<file path="src/rtl/dma_seq_pkg.sv">
package dma_seq_pkg;

   typedef enum logic [3:0] {
      ST_IDLE,
      ST_HOLD,
      ST_W1, ST_W2, ST_W3, ST_W4,
      ST_R1, ST_R2, ST_R3, ST_R4,
      ST_D1, ST_D2, ST_D3, ST_D4
   } seq_state_e;

   typedef enum logic [1:0] {
      SVC_DEMAND = 2'd0,
      SVC_SINGLE = 2'd1,
      SVC_BLOCK  = 2'd2,
      SVC_BLOCK2 = 2'd3
   } svc_mode_e;

   function automatic logic is_work(seq_state_e s);
      return (s != ST_IDLE) && (s != ST_HOLD);
   endfunction

endpackage

</file>
<file path="src/rtl/dma_seq_fsm.sv">
module dma_seq_fsm
   import dma_seq_pkg::*;
(
   input  logic       clk,
   input  logic       rst,
   input  logic       dreq,
   input  logic       hlda,
   input  logic       ready,
   input  logic       m2m_r,
   input  logic       svc_end,
   output seq_state_e state_q,
   output logic       ld
);

   seq_state_e state_d;

   assign ld = (state_q == ST_IDLE) && dreq;

   always_comb begin
      state_d = state_q;
      unique case (state_q)
         ST_IDLE: if (dreq) state_d = ST_HOLD;
         ST_HOLD: if (hlda) state_d = m2m_r ? ST_R1 : ST_W1;
         ST_W1:   state_d = ST_W2;
         ST_W2:   state_d = ST_W3;
         ST_W3:   if (ready) state_d = ST_W4;
         ST_W4:   state_d = svc_end ? ST_IDLE : ST_W1;
         ST_R1:   state_d = ST_R2;
         ST_R2:   state_d = ST_R3;
         ST_R3:   if (ready) state_d = ST_R4;
         ST_R4:   state_d = ST_D1;
         ST_D1:   state_d = ST_D2;
         ST_D2:   state_d = ST_D3;
         ST_D3:   if (ready) state_d = ST_D4;
         ST_D4:   state_d = svc_end ? ST_IDLE : ST_R1;
         default: state_d = ST_IDLE;
      endcase
   end

   always_ff @(posedge clk) begin
      if (rst) state_q <= ST_IDLE;
      else     state_q <= state_d;
   end

endmodule

</file>
<file path="src/rtl/dma_seq_path.sv">
module dma_seq_path
   import dma_seq_pkg::*;
#(
   parameter int DBW = 8,
   parameter int CW  = 16,
   parameter int NCH = 4,
   localparam int AW   = 2 * DBW,
   localparam int CH_W = $clog2(NCH)
) (
   input  logic            clk,
   input  logic            rst,
   input  seq_state_e      state_q,
   input  logic            ld,
   input  logic            dreq,
   input  logic            eop_in_n,
   input  logic [DBW-1:0]  db_in,
   input  logic [CH_W-1:0] chan,
   input  logic [1:0]      svc_mode,
   input  logic            addr_dec,
   input  logic            auto_init,
   input  logic            mem2mem,
   input  logic            to_mem,
   input  logic [AW-1:0]   cur_addr,
   input  logic [CW-1:0]   cur_cnt,
   input  logic [AW-1:0]   base_addr,
   input  logic [CW-1:0]   base_cnt,
   input  logic [AW-1:0]   src_addr,
   input  logic [AW-1:0]   src_base,
   output logic            m2m_r,
   output logic            to_mem_r,
   output logic [CH_W-1:0] ch_r,
   output logic [AW-1:0]   addr_r,
   output logic [AW-1:0]   src_r,
   output logic [DBW-1:0]  temp_r,
   output logic            tc_now,
   output logic            svc_end,
   output logic            wb_valid,
   output logic [CH_W-1:0] wb_ch,
   output logic [AW-1:0]   wb_addr,
   output logic [CW-1:0]   wb_cnt,
   output logic [AW-1:0]   wb_src,
   output logic            set_mask,
   output logic            set_tc
);

   logic [CW-1:0] cnt_r, bcnt_r, cnt_nx;
   logic [AW-1:0] baddr_r, bsrc_r, addr_nx, src_nx;
   svc_mode_e     mode_r;
   logic          dec_r, auto_r, ext_r, dq_r;
   logic          last_ph, eop_hit, mode_end;

   assign last_ph  = (state_q == ST_W4) || (state_q == ST_D4);
   assign tc_now   = (cnt_r == '0);
   assign eop_hit  = tc_now || ext_r || !eop_in_n;
   assign mode_end = !m2m_r &&
                     ((mode_r == SVC_SINGLE) || ((mode_r == SVC_DEMAND) && !dq_r));
   assign svc_end  = last_ph && (eop_hit || mode_end);

   assign cnt_nx  = cnt_r - 1'b1;
   assign addr_nx = dec_r ? addr_r - 1'b1 : addr_r + 1'b1;
   assign src_nx  = dec_r ? src_r  - 1'b1 : src_r  + 1'b1;

   always_ff @(posedge clk) begin
      if (rst) begin
         m2m_r <= 1'b0;  to_mem_r <= 1'b0; ch_r <= '0;
         addr_r <= '0;   src_r <= '0;      temp_r <= '0;
         cnt_r <= '0;    bcnt_r <= '0;     baddr_r <= '0; bsrc_r <= '0;
         mode_r <= SVC_DEMAND; dec_r <= 1'b0; auto_r <= 1'b0;
         ext_r <= 1'b0;  dq_r <= 1'b1;
         wb_valid <= 1'b0; wb_ch <= '0; wb_addr <= '0; wb_cnt <= '0; wb_src <= '0;
         set_mask <= 1'b0; set_tc <= 1'b0;
      end else begin
         wb_valid <= 1'b0;
         set_mask <= 1'b0;
         set_tc   <= 1'b0;
         if (ld) begin
            m2m_r <= mem2mem;   to_mem_r <= to_mem; ch_r <= chan;
            addr_r <= cur_addr; src_r <= src_addr;  cnt_r <= cur_cnt;
            baddr_r <= base_addr; bsrc_r <= src_base; bcnt_r <= base_cnt;
            mode_r <= svc_mode_e'(svc_mode);
            dec_r <= addr_dec; auto_r <= auto_init;
            ext_r <= 1'b0; dq_r <= 1'b1;
         end
         if (is_work(state_q) && !eop_in_n) ext_r <= 1'b1;
         if (state_q == ST_W3) dq_r <= dreq;
         if (state_q == ST_R4) temp_r <= db_in;
         if (last_ph) begin
            addr_r <= addr_nx;
            cnt_r  <= cnt_nx;
            if (m2m_r) src_r <= src_nx;
            if (svc_end) begin
               wb_valid <= 1'b1;
               wb_ch    <= m2m_r ? CH_W'(1) : ch_r;
               if (eop_hit && auto_r) begin
                  wb_addr <= baddr_r; wb_cnt <= bcnt_r; wb_src <= bsrc_r;
               end else begin
                  wb_addr <= addr_nx; wb_cnt <= cnt_nx;
                  wb_src  <= m2m_r ? src_nx : src_r;
               end
               set_mask <= eop_hit && !auto_r;
               set_tc   <= eop_hit && !auto_r;
            end
         end
      end
   end

endmodule

</file>
<file path="src/rtl/dma_seq_pins.sv">
module dma_seq_pins
   import dma_seq_pkg::*;
#(
   parameter int DBW = 8,
   parameter int NCH = 4,
   localparam int AW   = 2 * DBW,
   localparam int CH_W = $clog2(NCH)
) (
   input  seq_state_e      state_q,
   input  logic            to_mem_r,
   input  logic [CH_W-1:0] ch_r,
   input  logic [AW-1:0]   addr_r,
   input  logic [AW-1:0]   src_r,
   input  logic [DBW-1:0]  temp_r,
   input  logic            tc_now,
   output logic            hrq,
   output logic            aen,
   output logic            adstb,
   output logic [DBW-1:0]  db_out,
   output logic            db_oe,
   output logic [DBW-1:0]  addr_lo,
   output logic            memr_n,
   output logic            memw_n,
   output logic            ior_n,
   output logic            iow_n,
   output logic [NCH-1:0]  dack,
   output logic            eop_out_n
);

   logic norm_work, rd_side, wr_side, m2m_rd, m2m_wr, drive_tmp;

   assign norm_work = (state_q == ST_W1) || (state_q == ST_W2) ||
                      (state_q == ST_W3) || (state_q == ST_W4);
   assign rd_side   = (state_q == ST_W2) || (state_q == ST_W3) || (state_q == ST_W4);
   assign wr_side   = (state_q == ST_W3) || (state_q == ST_W4);
   assign m2m_rd    = (state_q == ST_R2) || (state_q == ST_R3) || (state_q == ST_R4);
   assign m2m_wr    = (state_q == ST_D3) || (state_q == ST_D4);
   assign drive_tmp = (state_q == ST_D2) || m2m_wr;

   assign hrq    = (state_q != ST_IDLE);
   assign aen    = is_work(state_q);
   assign adstb  = (state_q == ST_W1) || (state_q == ST_R1) || (state_q == ST_D1);
   assign db_oe  = adstb || drive_tmp;

   always_comb begin
      db_out  = '0;
      addr_lo = '0;
      if (state_q == ST_R1)      db_out = src_r[AW-1:DBW];
      else if (adstb)            db_out = addr_r[AW-1:DBW];
      else if (drive_tmp)        db_out = temp_r;
      if (state_q inside {ST_R1, ST_R2, ST_R3, ST_R4}) addr_lo = src_r[DBW-1:0];
      else if (aen)                                    addr_lo = addr_r[DBW-1:0];
   end

   assign ior_n  = !(rd_side && to_mem_r);
   assign memw_n = !((wr_side && to_mem_r) || m2m_wr);
   assign memr_n = !((rd_side && !to_mem_r) || m2m_rd);
   assign iow_n  = !(wr_side && !to_mem_r);

   assign eop_out_n = !(((state_q == ST_W4) || (state_q == ST_D4)) && tc_now);

   for (genvar i = 0; i < NCH; i++) begin : g_dack
      assign dack[i] = norm_work && (ch_r == CH_W'(i));
   end

endmodule

</file>
<file path="src/rtl/dma_xfer_seq.sv">
module dma_xfer_seq
   import dma_seq_pkg::*;
#(
   parameter int DBW = 8,
   parameter int CW  = 16,
   parameter int NCH = 4,
   localparam int AW   = 2 * DBW,
   localparam int CH_W = $clog2(NCH)
) (
   input  logic            clk,
   input  logic            rst,
   input  logic            dreq,
   input  logic [CH_W-1:0] chan,
   input  logic [1:0]      svc_mode,
   input  logic            addr_dec,
   input  logic            auto_init,
   input  logic            mem2mem,
   input  logic            to_mem,
   input  logic [AW-1:0]   cur_addr,
   input  logic [CW-1:0]   cur_cnt,
   input  logic [AW-1:0]   base_addr,
   input  logic [CW-1:0]   base_cnt,
   input  logic [AW-1:0]   src_addr,
   input  logic [AW-1:0]   src_base,
   input  logic            hlda,
   input  logic            ready,
   input  logic            eop_in_n,
   input  logic [DBW-1:0]  db_in,
   output logic            hrq,
   output logic            aen,
   output logic            adstb,
   output logic [DBW-1:0]  db_out,
   output logic            db_oe,
   output logic [DBW-1:0]  addr_lo,
   output logic            memr_n,
   output logic            memw_n,
   output logic            ior_n,
   output logic            iow_n,
   output logic [NCH-1:0]  dack,
   output logic            eop_out_n,
   output logic            wb_valid,
   output logic [CH_W-1:0] wb_ch,
   output logic [AW-1:0]   wb_addr,
   output logic [CW-1:0]   wb_cnt,
   output logic [AW-1:0]   wb_src,
   output logic            set_mask,
   output logic            set_tc
);

   if (NCH < 2) begin : g_bad_nch
      $error("dma_xfer_seq: NCH must be at least 2 for copy mode");
   end
   if (DBW < 4) begin : g_bad_dbw
      $error("dma_xfer_seq: DBW too small");
   end
   if (CW < 2) begin : g_bad_cw
      $error("dma_xfer_seq: CW too small");
   end

   seq_state_e      state_q;
   logic            ld, m2m_r, to_mem_r, tc_now, svc_end;
   logic [CH_W-1:0] ch_r;
   logic [AW-1:0]   addr_r, src_r;
   logic [DBW-1:0]  temp_r;

   dma_seq_fsm u_fsm (
      .clk(clk), .rst(rst), .dreq(dreq), .hlda(hlda), .ready(ready),
      .m2m_r(m2m_r), .svc_end(svc_end), .state_q(state_q), .ld(ld)
   );

   dma_seq_path #(.DBW(DBW), .CW(CW), .NCH(NCH)) u_path (
      .clk(clk), .rst(rst), .state_q(state_q), .ld(ld), .dreq(dreq),
      .eop_in_n(eop_in_n), .db_in(db_in), .chan(chan), .svc_mode(svc_mode),
      .addr_dec(addr_dec), .auto_init(auto_init), .mem2mem(mem2mem),
      .to_mem(to_mem), .cur_addr(cur_addr), .cur_cnt(cur_cnt),
      .base_addr(base_addr), .base_cnt(base_cnt), .src_addr(src_addr),
      .src_base(src_base), .m2m_r(m2m_r), .to_mem_r(to_mem_r), .ch_r(ch_r),
      .addr_r(addr_r), .src_r(src_r), .temp_r(temp_r), .tc_now(tc_now),
      .svc_end(svc_end), .wb_valid(wb_valid), .wb_ch(wb_ch),
      .wb_addr(wb_addr), .wb_cnt(wb_cnt), .wb_src(wb_src),
      .set_mask(set_mask), .set_tc(set_tc)
   );

   dma_seq_pins #(.DBW(DBW), .NCH(NCH)) u_pins (
      .state_q(state_q), .to_mem_r(to_mem_r), .ch_r(ch_r), .addr_r(addr_r),
      .src_r(src_r), .temp_r(temp_r), .tc_now(tc_now), .hrq(hrq), .aen(aen),
      .adstb(adstb), .db_out(db_out), .db_oe(db_oe), .addr_lo(addr_lo),
      .memr_n(memr_n), .memw_n(memw_n), .ior_n(ior_n), .iow_n(iow_n),
      .dack(dack), .eop_out_n(eop_out_n)
   );

endmodule

</file>
<file path="config.mk">
export PLATFORM = sky130hd
export DESIGN_NAME = dma_xfer_seq
export DESIGN_NICKNAME = d
export VERILOG_FILES = /design/src/rtl/dma_seq_pkg.sv /design/src/rtl/dma_seq_fsm.sv /design/src/rtl/dma_seq_path.sv /design/src/rtl/dma_seq_pins.sv /design/src/rtl/dma_xfer_seq.sv
export SDC_FILE = /design/constraint.sdc
export NUM_CORES = 1
export LEC_CHECK = 0
export CORE_MARGIN = 1.5
export CORE_UTILIZATION = 45
export CTS_CLUSTER_SIZE = 12
export DETAILED_ROUTE_END_ITERATION = 7
export GPL_ROUTABILITY_DRIVEN = 0
export PLACE_DENSITY_LB_ADDON = 0.08
export RECOVER_POWER = 100
export SYNTH_ARGS = -nofsm -noshare
export SYNTH_HDL_FRONTEND = slang
export SYNTH_SLANG_ARGS = --single-unit
</file>
<file path="constraint.sdc">
create_clock -name clk -period 4.3 [get_ports clk]
set_input_delay 1.29 -clock clk [delete_from_list [all_inputs] [get_ports clk]]
set_output_delay 1.29 -clock clk [all_outputs]
set_load 0.02 [all_outputs]
</file>
==> reports/results.ini, run 1 <==
[drt]
wl_per_cell_um=19.1
totalWireLength_mm=31.3
ant_nets=0
via_count=9471
via_per_inst=5.78
drc=0
drt_iter0_markers=868
highest_layer=met4
routed-wl-met3_mm=1.80
drt-pass1-iter-count=5
wl_met2_mm=15.1
wl_met1_mm=13.7

[yosys]
synthTopCellsByCount=nand2_1 (238), dfxtp_1 (170), a21oi_1 (141), nor2_1 (115), o21ai_0 (63)
yosysSeqAreaShare=0.361
yosys.area.top_type=dfxtp_1
yosysMostFrequentCell=nand2_1
synth_cell_types=74
synth_edf_count=0
ys.flop_type=dfxtp_1
syn_nets=1357
synthCells=1208
ys.warnings.count=0
synth_top_area_frac=0.361
async_reset_ff_frac=0
yosys-top-cells-area=dfxtp_1 (36%), nand2_1 (9.5%), a21oi_1 (7.5%), nor2_1 (4.6%), ha_1 (3.8%)
syn_area_um2=9430
avgSynthCellArea_um2=7.81
ys_ff_latch=170

[sta]
worst_pin_slew_ns=2.00
fmax_ghz=0.243
min_period_ns=4.12
setup_ws_ns=0.179
hold_viol=0
setup_violations=0
rsz0062_at_grt=no
fin_setup_tns_ns=0
fin_skew_ns=0.0145
slew_headroom=-0.333
finalCritPeriodShare=0.958
finalMaxSlewViolations=157

[floorplanning]
rows=52
core-area_um2=20400
ioPinCount=200
start_util=0.462
dieHeight_um=148
die-area_um2=21800
die_w_um=148

[placed_design]
port_buffers=199
hpwl_mm=22.5
dp_cells=1606
dp_slack_ns=0.688

[layout]
final_core_util=0.589
antenna_cells=0
seq_area_um2=3400
nFillCells=1973
stdcell_count=1638
syn2layout_area_growth_pct=27.6
multi_input_area_um2=5460
layout-drive-gt1-share=0.0731
nNetsFinal=1504

[clock_tree]
clk_path_buf_depth=2
tritoncts=done
cts_made_buffers=17
hold_buffers=0
cts_resized=0
post_cts_buffers=0
htreeDepth=4
cts_sinks=170
clk_pin_slew_worst_paths_ns=0.07
root_buffer=clkbuf_16
worstSkewPairLatency_ns=0.44

[critical_path]
worst_r2r_path_depth=8
critPathLaunchType=flip-flop
r2r_slack_ns=1.05
rr_startpoint=u_fsm.state_q[1]$_SDFFE_PP0P_
crit_type=flip-flop to output pin
worstPathRequired_ns=3.01
path_max_fanout=21
end_kind=output pin
r2r-end=u_path.wb_src[15]$_SDFFE_PP0P_
arrival_ns=2.83

[power]
p_total_mw=5.06
vdd_drop_max_uv=307
power_density_nw_per_um2=421
p_leak_nw=4.70

[min_path]
holdCritStartpoint=u_path.wb_src[12]$_SDFFE_PP0P_
whs_endpoint=u_path.wb_src[12]$_SDFFE_PP0P_
hp-class=flip-flop to flip-flop
min_delay_path_depth=2

[global_route]
grt_max_degree=88
antenna_found_initial=0
grt_pass1_wl_mm=48.1
grt_pass1_vias=8525
grt_usage=0.284
grt-ovfl-total=0

[run_status]
outcome=finished with violations
violations=max-capacitance violations, max-slew violations

[run]
max_cap_viol_count=3

## where the power goes
part,switching (mW),internal (mW)
registers,0.202,1.72
clock network,0.749,0.782
logic,0.992,0.615
total,1.94,3.12
## cell type report
cell class | count | share of cell area
Inverter | 23 | 0.00717
Sequential cell | 170 | 0.283
Timing Repair Buffer | 223 | 0.179
Clock inverter | 15 | 0.0143
Tap cell | 270 | 0.0281
Clock buffer | 17 | 0.0353
Multi-Input combinational cell | 920 | 0.453
## how the worst max path moves through the flow
stage	startpoint	endpoint	slack (ns)	cells past startpoint
after floorplan	u_fsm.state_q[0]$_SDFFE_PP0P_	db_out[0]	1.16	6
after global placement	u_fsm.state_q[1]$_SDFFE_PP0P_	db_out[4]	0.75	6
after detailed placement	u_fsm.state_q[1]$_SDFFE_PP0P_	db_out[5]	0.69	6
after CTS	u_fsm.state_q[1]$_SDFFE_PP0P_	db_out[5]	0.21	6
after global routing	u_fsm.state_q[1]$_SDFFE_PP0P_	dack[3]	0.006	5
final	u_fsm.state_q[1]$_SDFFE_PP0P_	db_out[7]	0.18	6
## cell usage in the layout, fill, tap and decap left out, types with 9 or more instances in the layout
| cell | Yosys | final |
|---|---|---|
| o221ai_1 | 15 | 15 |
| xnor2_1 | 28 | 28 |
| a221oi_1 | 13 | 14 |
| nor2_1 | 115 | 115 |
| a31oi_1 | 9 | 9 |
| a311oi_1 | 16 | 16 |
| nand2_1 | 238 | 238 |
| a21oi_1 | 141 | 146 |
| mux2i_1 | 21 | 21 |
| inv_1 | 20 | 21 |
| nand3_1 | 13 | 12 |
| clkbuf_16 | 0 | 17 |
| o211ai_1 | 16 | 16 |
| dlygate4sd3_1 | 0 | 78 |
| o22ai_1 | 12 | 12 |
| ha_1 | 29 | 29 |
| o21ai_0 | 63 | 64 |
| o211ai_2 | 10 | 10 |
| buf_4 | 4 | 14 |
| nand2_2 | 11 | 11 |
| nor3_1 | 9 | 9 |
| xor2_1 | 15 | 15 |
| a22oi_1 | 16 | 16 |
| a21o_1 | 11 | 11 |
| dfxtp_1 | 170 | 170 |
| clkdlybuf4s50_1 | 0 | 120 |
| a211oi_1 | 15 | 15 |
## stage by stage
step                      area (um2)  hold slack [ns]
final                          12000            0.446
after global routing           12000            0.464
after global placement         11500            0.441
after floorplan                 9430            0.425
after detailed placement       11500            0.435
after CTS                      12100            0.451
## logic make-up (layout without fill, tap and decap cells)
logic type / after synthesis / in the layout / share of synthesized area
AND/OR/NAND/NOR: 442 / 442 / 0.207
AO/OA/AOI/OAI: 382 / 382 / 0.266
flip-flops: 170 / 170 / 0.361
buffers and inverters: 118 / 278 / 0.0602
XOR/XNOR: 43 / 43 / 0.0399
adder cells (fa/ha/maj): 31 / 31 / 0.0427
multiplexers: 22 / 22 / 0.0235
## flip-flops by register name, summed over array words and instances, names as in the netlist, 4 cells and up
signal and count:
u_path.temp_r 8, u_path.baddr_r 16, u_path.wb_addr 16, u_path.bcnt_r 16, u_path.src_r 16, u_path.wb_src 16
u_path.cnt_r 16, u_path.wb_cnt 16, u_path.bsrc_r 16, u_path.addr_r 16, u_fsm.state_q 4
## worst max-delay path, stage by stage (launching register included)
cell	delay (ns)
dfxtp_1	0.76
nor2_1	0.28
nor2b_1	0.40
nor2_1	0.19
a21oi_1	0.18
nor2_1	0.06
clkdlybuf4s50_1	0.53
## routing by layer
| metal | vias to the layer above | GRT usage |
|---|---|---|
| li1 | 4595 | - |
| met1 | 4492 | 0.375 |
| met2 | 352 | 0.475 |
| met3 | 32 | 0.0417 |
| met4 | 0 | 0.0915 |
| met5 | - | 0 |
No activity file was read; power rests on OpenSTA's default activity.
==> run 2, diff against run 1 <==
- SKIP_LAST_GASP: unset -> 1
==> results of run 2 <==
The final DEF is identical to that of run 1; final timing and power are the same.
==> run 3, diff against run 2 <==
- CTS_CLUSTER_DIAMETER: unset -> 60
==> results of run 3 <==
The final DEF is identical to that of run 1; final timing and power are the same.
